`src/rtl/dma_pkg.sv`:
```
package dma_pkg;

    typedef enum logic [2:0] {
        ST_IDLE    = 3'd0,
        ST_ARMED   = 3'd1,
        ST_REQ     = 3'd2,
        ST_XFER    = 3'd3,
        ST_RELEASE = 3'd4
    } dma_state_e;

    typedef struct packed {
        logic cpu_path;
        logic dma_addr_path;
        logic dma_data_path;
    } bus_sw_t;

    function automatic bus_sw_t switches_for(input dma_state_e st);
        bus_sw_t s;
        if (st == ST_XFER) begin
            s.cpu_path      = 1'b0;
            s.dma_addr_path = 1'b1;
            s.dma_data_path = 1'b1;
        end else begin
            s.cpu_path      = 1'b1;
            s.dma_addr_path = 1'b0;
            s.dma_data_path = 1'b0;
        end
        return s;
    endfunction

    function automatic logic holds_bus_request(input dma_state_e st);
        return (st == ST_REQ) || (st == ST_XFER);
    endfunction

endpackage

```
`src/rtl/dma_walk.sv`:
```
module dma_walk #(
    parameter int ADDR_W = 16,
    parameter int CNT_W  = 8
) (
    input  logic              clk,
    input  logic              rst,
    input  logic              load,
    input  logic [ADDR_W-1:0] load_addr,
    input  logic [CNT_W-1:0]  load_cnt,
    input  logic              step,
    output logic [ADDR_W-1:0] addr,
    output logic              last_word
);
    localparam logic [CNT_W-1:0]  CNT_ONE  = CNT_W'(1);
    localparam logic [ADDR_W-1:0] ADDR_ONE = ADDR_W'(1);

    logic [CNT_W-1:0] remain;

    always_ff @(posedge clk) begin
        if (rst) begin
            addr   <= '0;
            remain <= '0;
        end else if (load) begin
            addr   <= load_addr;
            remain <= load_cnt;
        end else if (step) begin
            addr   <= addr + ADDR_ONE;
            remain <= remain - CNT_ONE;
        end
    end

    assign last_word = (remain == CNT_ONE);
endmodule

```
`src/rtl/dma_seq.sv`:
```
module dma_seq
    import dma_pkg::*;
(
    input  logic       clk,
    input  logic       rst,
    input  logic       start,
    input  logic       count_zero,
    input  logic       per_req,
    input  logic       bgnt,
    input  logic       last_word,
    output dma_state_e state,
    output logic       load,
    output logic       step,
    output logic       done
);
    dma_state_e nxt;
    logic       finish;

    assign load   = start && (state == ST_IDLE);
    assign step   = (state == ST_XFER) && per_req;
    assign finish = step && last_word;

    always_comb begin
        nxt = state;
        unique case (state)
            ST_IDLE:    if (load && !count_zero) nxt = ST_ARMED;
            ST_ARMED:   if (per_req)             nxt = ST_REQ;
            ST_REQ:     if (bgnt)                nxt = ST_XFER;
            ST_XFER:    if (finish)              nxt = ST_RELEASE;
            ST_RELEASE: if (!bgnt)               nxt = ST_IDLE;
            default:                             nxt = ST_IDLE;
        endcase
    end

    always_ff @(posedge clk) begin
        if (rst) begin
            state <= ST_IDLE;
            done  <= 1'b0;
        end else begin
            state <= nxt;
            if (load)        done <= count_zero;
            else if (finish) done <= 1'b1;
        end
    end
endmodule

```
`src/rtl/dma_bus_ctrl.sv`:
```
module dma_bus_ctrl
    import dma_pkg::*;
#(
    parameter int ADDR_W = 16,
    parameter int CNT_W  = 8
) (
    input  logic              clk,
    input  logic              rst,
    input  logic              cfg_start,
    input  logic [ADDR_W-1:0] cfg_addr,
    input  logic [CNT_W-1:0]  cfg_count,
    input  logic              cfg_dir,
    input  logic              per_req,
    output logic              per_gnt,
    output logic              cpu_breq,
    input  logic              cpu_bgnt,
    output logic              sw_cpu,
    output logic              sw_dma_addr,
    output logic              sw_dma_data,
    output logic [ADDR_W-1:0] mem_addr,
    output logic              mem_we,
    output logic              done,
    output logic              busy
);
    dma_state_e state;
    logic       load, step, last_word, dir_q;
    bus_sw_t    sw;

    dma_seq u_seq (
        .clk        (clk),
        .rst        (rst),
        .start      (cfg_start),
        .count_zero (cfg_count == '0),
        .per_req    (per_req),
        .bgnt       (cpu_bgnt),
        .last_word  (last_word),
        .state      (state),
        .load       (load),
        .step       (step),
        .done       (done)
    );

    dma_walk #(.ADDR_W(ADDR_W), .CNT_W(CNT_W)) u_walk (
        .clk       (clk),
        .rst       (rst),
        .load      (load),
        .load_addr (cfg_addr),
        .load_cnt  (cfg_count),
        .step      (step),
        .addr      (mem_addr),
        .last_word (last_word)
    );

    always_ff @(posedge clk) begin
        if (rst)       dir_q <= 1'b0;
        else if (load) dir_q <= cfg_dir;
    end

    assign sw          = switches_for(state);
    assign sw_cpu      = sw.cpu_path;
    assign sw_dma_addr = sw.dma_addr_path;
    assign sw_dma_data = sw.dma_data_path;
    assign cpu_breq    = holds_bus_request(state);
    assign per_gnt     = step;
    assign mem_we      = step && dir_q;
    assign busy        = (state != ST_IDLE);
endmodule

```
`config.mk`:
```
export PLATFORM = sky130hd
export DESIGN_NAME = dma_bus_ctrl
export DESIGN_NICKNAME = d
export VERILOG_FILES = /design/src/rtl/dma_pkg.sv /design/src/rtl/dma_walk.sv /design/src/rtl/dma_seq.sv /design/src/rtl/dma_bus_ctrl.sv
export SDC_FILE = /design/constraint.sdc
export NUM_CORES = 1
export LEC_CHECK = 0
export ABC_AREA = 0
export CAP_MARGIN = 20
export CORE_MARGIN = 3
export CORE_UTILIZATION = 49
export DETAILED_ROUTE_END_ITERATION = 7
export HOLD_SLACK_MARGIN = 0.05
export PLACE_DENSITY = 0.85
export REMOVE_ABC_BUFFERS = 1
export SYNTH_ARGS = -nofsm -noshare
export SYNTH_HDL_FRONTEND = slang
export SYNTH_HIERARCHICAL = 1
export SYNTH_SLANG_ARGS = --single-unit
```
`constraint.sdc`:
```
create_clock -name clk -period 4.9 [get_ports clk]
set_input_delay 0.49 -clock clk [delete_from_list [all_inputs] [get_ports clk]]
set_output_delay 0.49 -clock clk [all_outputs]
set_load 0.05 [all_outputs]
```
======== Yosys cells after proc, flatten, opt, wreduce, memory -nomap -nowiden ========
Cells that the tools add are included.
word-level totals
  register bits ........................... 29
  bits in latches ......................... 0
  memory bits (writable) .................. 0
  bits in read-only memories .............. 0
  input bits .............................. 30
  output and inout bits ................... 24
  word-level logic and storage cells ...... 43
  memories kept ........................... 0
cells by class
  $add $sub $neg .......................... 2
  $mul .................................... 0
  div/mod/pow operators ................... 0
  $lt $le $gt $ge ......................... 0
  eq/ne operators ......................... 10
  shift operators ......................... 0
  mux-type cells .......................... 13
  bitwise operators ....................... 0
  reductions and logical operators ........ 13
operators with widths
  operator                                                count
  2-to-1 mux 16 bit                                       2
  2-to-1 mux 3 bit                                        6
  adder 16 x 1 -> 16 bit (second input constant)          1
  2-to-1 mux 8 bit                                        2
  case mux 3 bit (5 select lines)                         1
  equality test 8 x 1 -> 1 bit (second input constant)    1
  logical NOT 8 bit                                       1
  inequality test 2 bit (second input constant)           4
  subtractor 8 x 1 -> 8 bit (second input constant)       1
  equality test 3 x 2 -> 1 bit (second input constant)    2
  logical AND 1 bit                                       5
  AND reduction 5 bit                                     1
  nonzero test 2 bit                                      2
  equality test 3 x 1 -> 1 bit (second input constant)    1
  equality test 3 bit (second input constant)             1
  logical NOT 3 bit                                       1
  nonzero test 3 bit                                      1
  2-to-1 mux 1 bit                                        2
  inequality test 2 x 1 -> 1 bit (second input constant)  1
  logical NOT 1 bit                                       1
  logical OR 1 bit                                        1

======== Longest topological paths before layout ========
  depth in word-level cells ............... 5
  mapped depth ............................ 7
  mapped depth without buffers ............ 6

======== Modules after synthesis ========
The synthesis kept the hierarchy.
modules (own cells, without submodules)
  module        instances  cells an instance  area an instance (um2)  seq. area each (um2)
  dma_walk      1          157                1272.5                  480.5
  dma_seq       1          22                 226.5                   80.1
  dma_bus_ctrl  1          12                 88.8                    20.0

======== Worst setup path after synthesis ========
Ideal clock, no wire load.
  kind .................................... reg2out
  start ................................... register u_seq.state[2]
  end ..................................... output port sw_dma_data
  arrival ................................. 1975 ps
  required time ........................... 4410 ps
  setup slack ............................. 2435 ps
  stages on the path, launching flop included .. 4
  path buffers ............................ 1
  cells stage by stage .................... dfxtp_1 nor2b_1 and2_1 buf_4
between the ends
  longest elaborated chain between the ends .. 2
RTL lines
  element                       RTL line            RTL
  start: declaration            dma_seq.sv:11       output dma_state_e state,
  start signal: assignment      dma_seq.sv:40       state <= nxt;
  equality test 3 x 2 -> 1 bit  dma_pkg.sv:19       if (st == ST_XFER) begin
  2-to-1 mux 3 bit              dma_pkg.sv:19
  end: declaration              dma_bus_ctrl.sv:19  output logic sw_dma_data,
No other way between the ends.

======== Worst setup path after layout ========
  start ................................... input port per_req
  end ..................................... output port mem_we
between the ends
  longest elaborated chain between the ends .. 2
RTL lines
  element             RTL line            RTL
  start: declaration  dma_bus_ctrl.sv:13  input logic per_req,
  logical AND 1 bit   dma_seq.sv:20       assign step = (state == ST_XFER) && per_req;
  logical AND 1 bit   dma_bus_ctrl.sv:65  assign mem_we = step && dir_q;
  end: declaration    dma_bus_ctrl.sv:21  output logic mem_we,
No other way between the ends.

==> summary.md <==
| Metric | Value |
|---|---|
| Antenna violations before repair | 0 |
| Max Clk Rate | 353 MHz |
| Setup CP Type | in2out |
| DRT iter0 DRCs | 111 |
| Fin crit share | slightly below 60% |
| Area growth syn-to-layout | 37.9% |
| Post-synth EDFFs | 0 |
| Sequential share of the synthesized area | roughly 37% |
| Syn avg cell area | around 8.3 sq um |
| Final Max Slew Viols | 0 |
| Largest net degree at the start of global routing | 36 |
| Clock sink total | 29 |
| Post-synth top cells | dfxtp_1, nor2_1, nand2_1 |
| Synth async-reset ratio | 0% |
| Max-Cap Viols | 0 |
| Cell taking the most area after synthesis | dfxtp_1 |
| WL/cell | approximately 13 um |
| Met3 GRT Util | 4.32% |
| Yosys top cell area share | around 37% |
| TNS Setup | 0 ns |
| Main synth FF type | dfxtp_1 |
| Max IR drop VDD | 0.150 mV |
| Core Area | 3080 sq um |
| Pleak | 0.000724 uW |
| Max-slew headroom | 39.2% |
| Hold Vio Cnt, Final | 0 |
| CTS Hold Bufs | 0 |
| Most common cell in the netlist | dfxtp_1 |
| Main area contributors after synthesis | dfxtp_1, xnor2_1, nor2_1 |
| DR pass1 iterations | 5 |
| Critical path startpoint category | input port |
| Clk buf depth | 2 |
| # setup viols final | 0 |
| Synth unique cells | 39 |
| Num CTS Buffers | 5 |
| CTS tree | done |
| Top cell by count, worst path | clkdlybuf4s50_1 |
| Root Buffer | clkbuf_4 |
| Remaining DRCs | 0 |
| Critical path arrival | 2.35 ns |
| Filler cells | 263 |
| Post_cts resized | 0 |
| Site Rows | 20 |
| IO Port Bufs | 53 |
| Worst path max stage delay | roughly 0.80 ns |
| Initial Utilization | 51.6% |
| Critical path, cell by cell | clkdlybuf4s50_1 -> and4b_4 -> and2_1 -> clkdlybuf4s50_1 |
| Pwr Density | 277 nW/um^2 |
| Layout cells sized above 1 | 6.97% |
| Critical Path Fanout Max | 18 |
| GR Util met2 | around a third |
| Via count | 1576 |
| Run status | finished, final reports clean |
| H-tree Lvls | 2 |
| Final min period | 2.84 ns |
| RSZ-0062 raised after global routing | false |
| Cells after DPL | 280 |
| Tot GR Track Use | 20.3% |
| Final Skew | 0.00679 ns |
| HP Class | reg2reg |
| Synth Instances | 191 |
| Die W | 62.9 um |
| GP Congestion | 0.764 |
| Worst setup EP type | output pin |
| Fin cells | 288 |
| Gr ovfl total | 0 |
| Synth warnings | 6 |
| Post-DP HPWL | 2680 um |
| Final nets | 276 |
| GR peak layer | met2 |
| Die Area | 3960 sq um |
| Hold_ws | between 0.5 and 0.6 ns |
| I/O pin total | 54 |
| Via density per instance | between 5 and 6 |
| Synthesis-stage register bit count | 29 |
| N_diodes | 0 |
| First-pass GRT wire length | 6500 um |
| Die height | ~63 um |
| Number of global-route vias before repair | roughly 1400 |
| Clk_lat worst skew | 0.32 ns |
| CTS clk-pin slew, worst paths | 0.10 ns |
| R2R setup slack | roughly 2.6 ns |
| Detailed Route WL | about 3800 um |
| Worst-margin pin slew | between 0.9 and 1 ns |
| Cell area after synthesis | 1590 sq um |
| GR Layer Usage met1 | 26.4% |
| Post-CTS Repair Setup Buffers | 0 |
| Final ANT Viol Nets | 0 |
| WP data required | ~4.4 ns |
| Worst-path cell with the longest stage delay | clkdlybuf4s50_1 |
-- metal layers --
| metal | part of all wire (%) | wire, um | vias to the layer above |
|---|---|---|---|
| met4 | 1.7 | 64 | 0 |
| li1 | - | - | 802 |
| met3 | 5.3 | 204 | 7 |
| met5 | 0 | 0 | - |
| met1 | 46 | 1740 | 720 |
| met2 | 47 | 1810 | 47 |
-- where the power goes --
group          switching (uW)  internal, uW
Sequential               26.1           257
Clock                    83.4          54.5
Combinational             106          80.1
Total                     215           391
-- logic make-up after synthesis --
family | after synthesis | synth area share [%]
and+or+nand+nor | 85 | 29.5
muxes | 3 | 1.89
AOI/OAI and AO/OA | 37 | 15.4
buffers and inverters | 17 | 4.81
adders and majority gates | 3 | 2.36
DFF | 29 | 36.6
xor gates and xnor gates | 17 | 9.38
-- registers in the layout, summed over array words and instances, names as in the netlist --
| signal | flops |
|---|---|
| u_walk/addr | 16 |
| u_walk/remain | 8 |
| u_seq/state | 3 |
| dir_q | 1 |
| u_seq/done | 1 |
-- cell usage in the layout, fill, tap and decap left out, types with 6 or more instances in the layout --
cell / netlist / layout
inv_1: 6 / 6
a211oi_1: 10 / 10
nor2_1: 21 / 21
dfxtp_1: 29 / 29
clkdlybuf4s50_1: 0 / 53
xnor2_1: 15 / 15
nand2_1: 20 / 20
nor4_1: 7 / 7
a21oi_1: 12 / 12
-- metrics by stage --
step / utilization, % / power [uW] / instance area [sq um] / worst slack, ns
after floorplan: - / 398 / 1540 / 2.25
after global placement: 69.5 / 470 / 2140 / 2.08
after detailed placement: 69.5 / 473 / 2140 / 2.07
after CTS: 71.1 / 608 / 2190 / 2.05
after global routing: 71.1 / 638 / 2190 / 1.97
final: 71.1 / 607 / 2190 / 2.06
-- critical path: cells and delay by family --
family / cells / cell delay (ns)
buffers and inverters: 2 / 1.28
AND/OR/NAND/NOR: 2 / 0.57
-- final timing paths --
path	start	endpoint	cells after the start
setup / recovery	per_req	mem_we	4
hold / removal	dir_q$_SDFFE_PP0P_	dir_q$_SDFFE_PP0P_	2
setup reg to reg	u_seq/state[1]$_SDFFE_PP0P_	u_walk/remain[3]$_SDFFE_PP0P_	4
hold reg to reg	dir_q$_SDFFE_PP0P_	dir_q$_SDFFE_PP0P_	2
-- final cells by class --
type                            count  area [sq um]  share of cell area (%)
Multi-Input combinational cell    145           931                    42.5
Sequential cell                    29           581                    26.5
Timing Repair Buffer               55           546                    24.9
Tap cell                           44          55.1                    2.51
Clock buffer                        6          41.3                    1.89
Inverter                            7          26.3                    1.20
Clock inverter                      2          10.0                   0.457
Power figures use the tool's default switching activity.
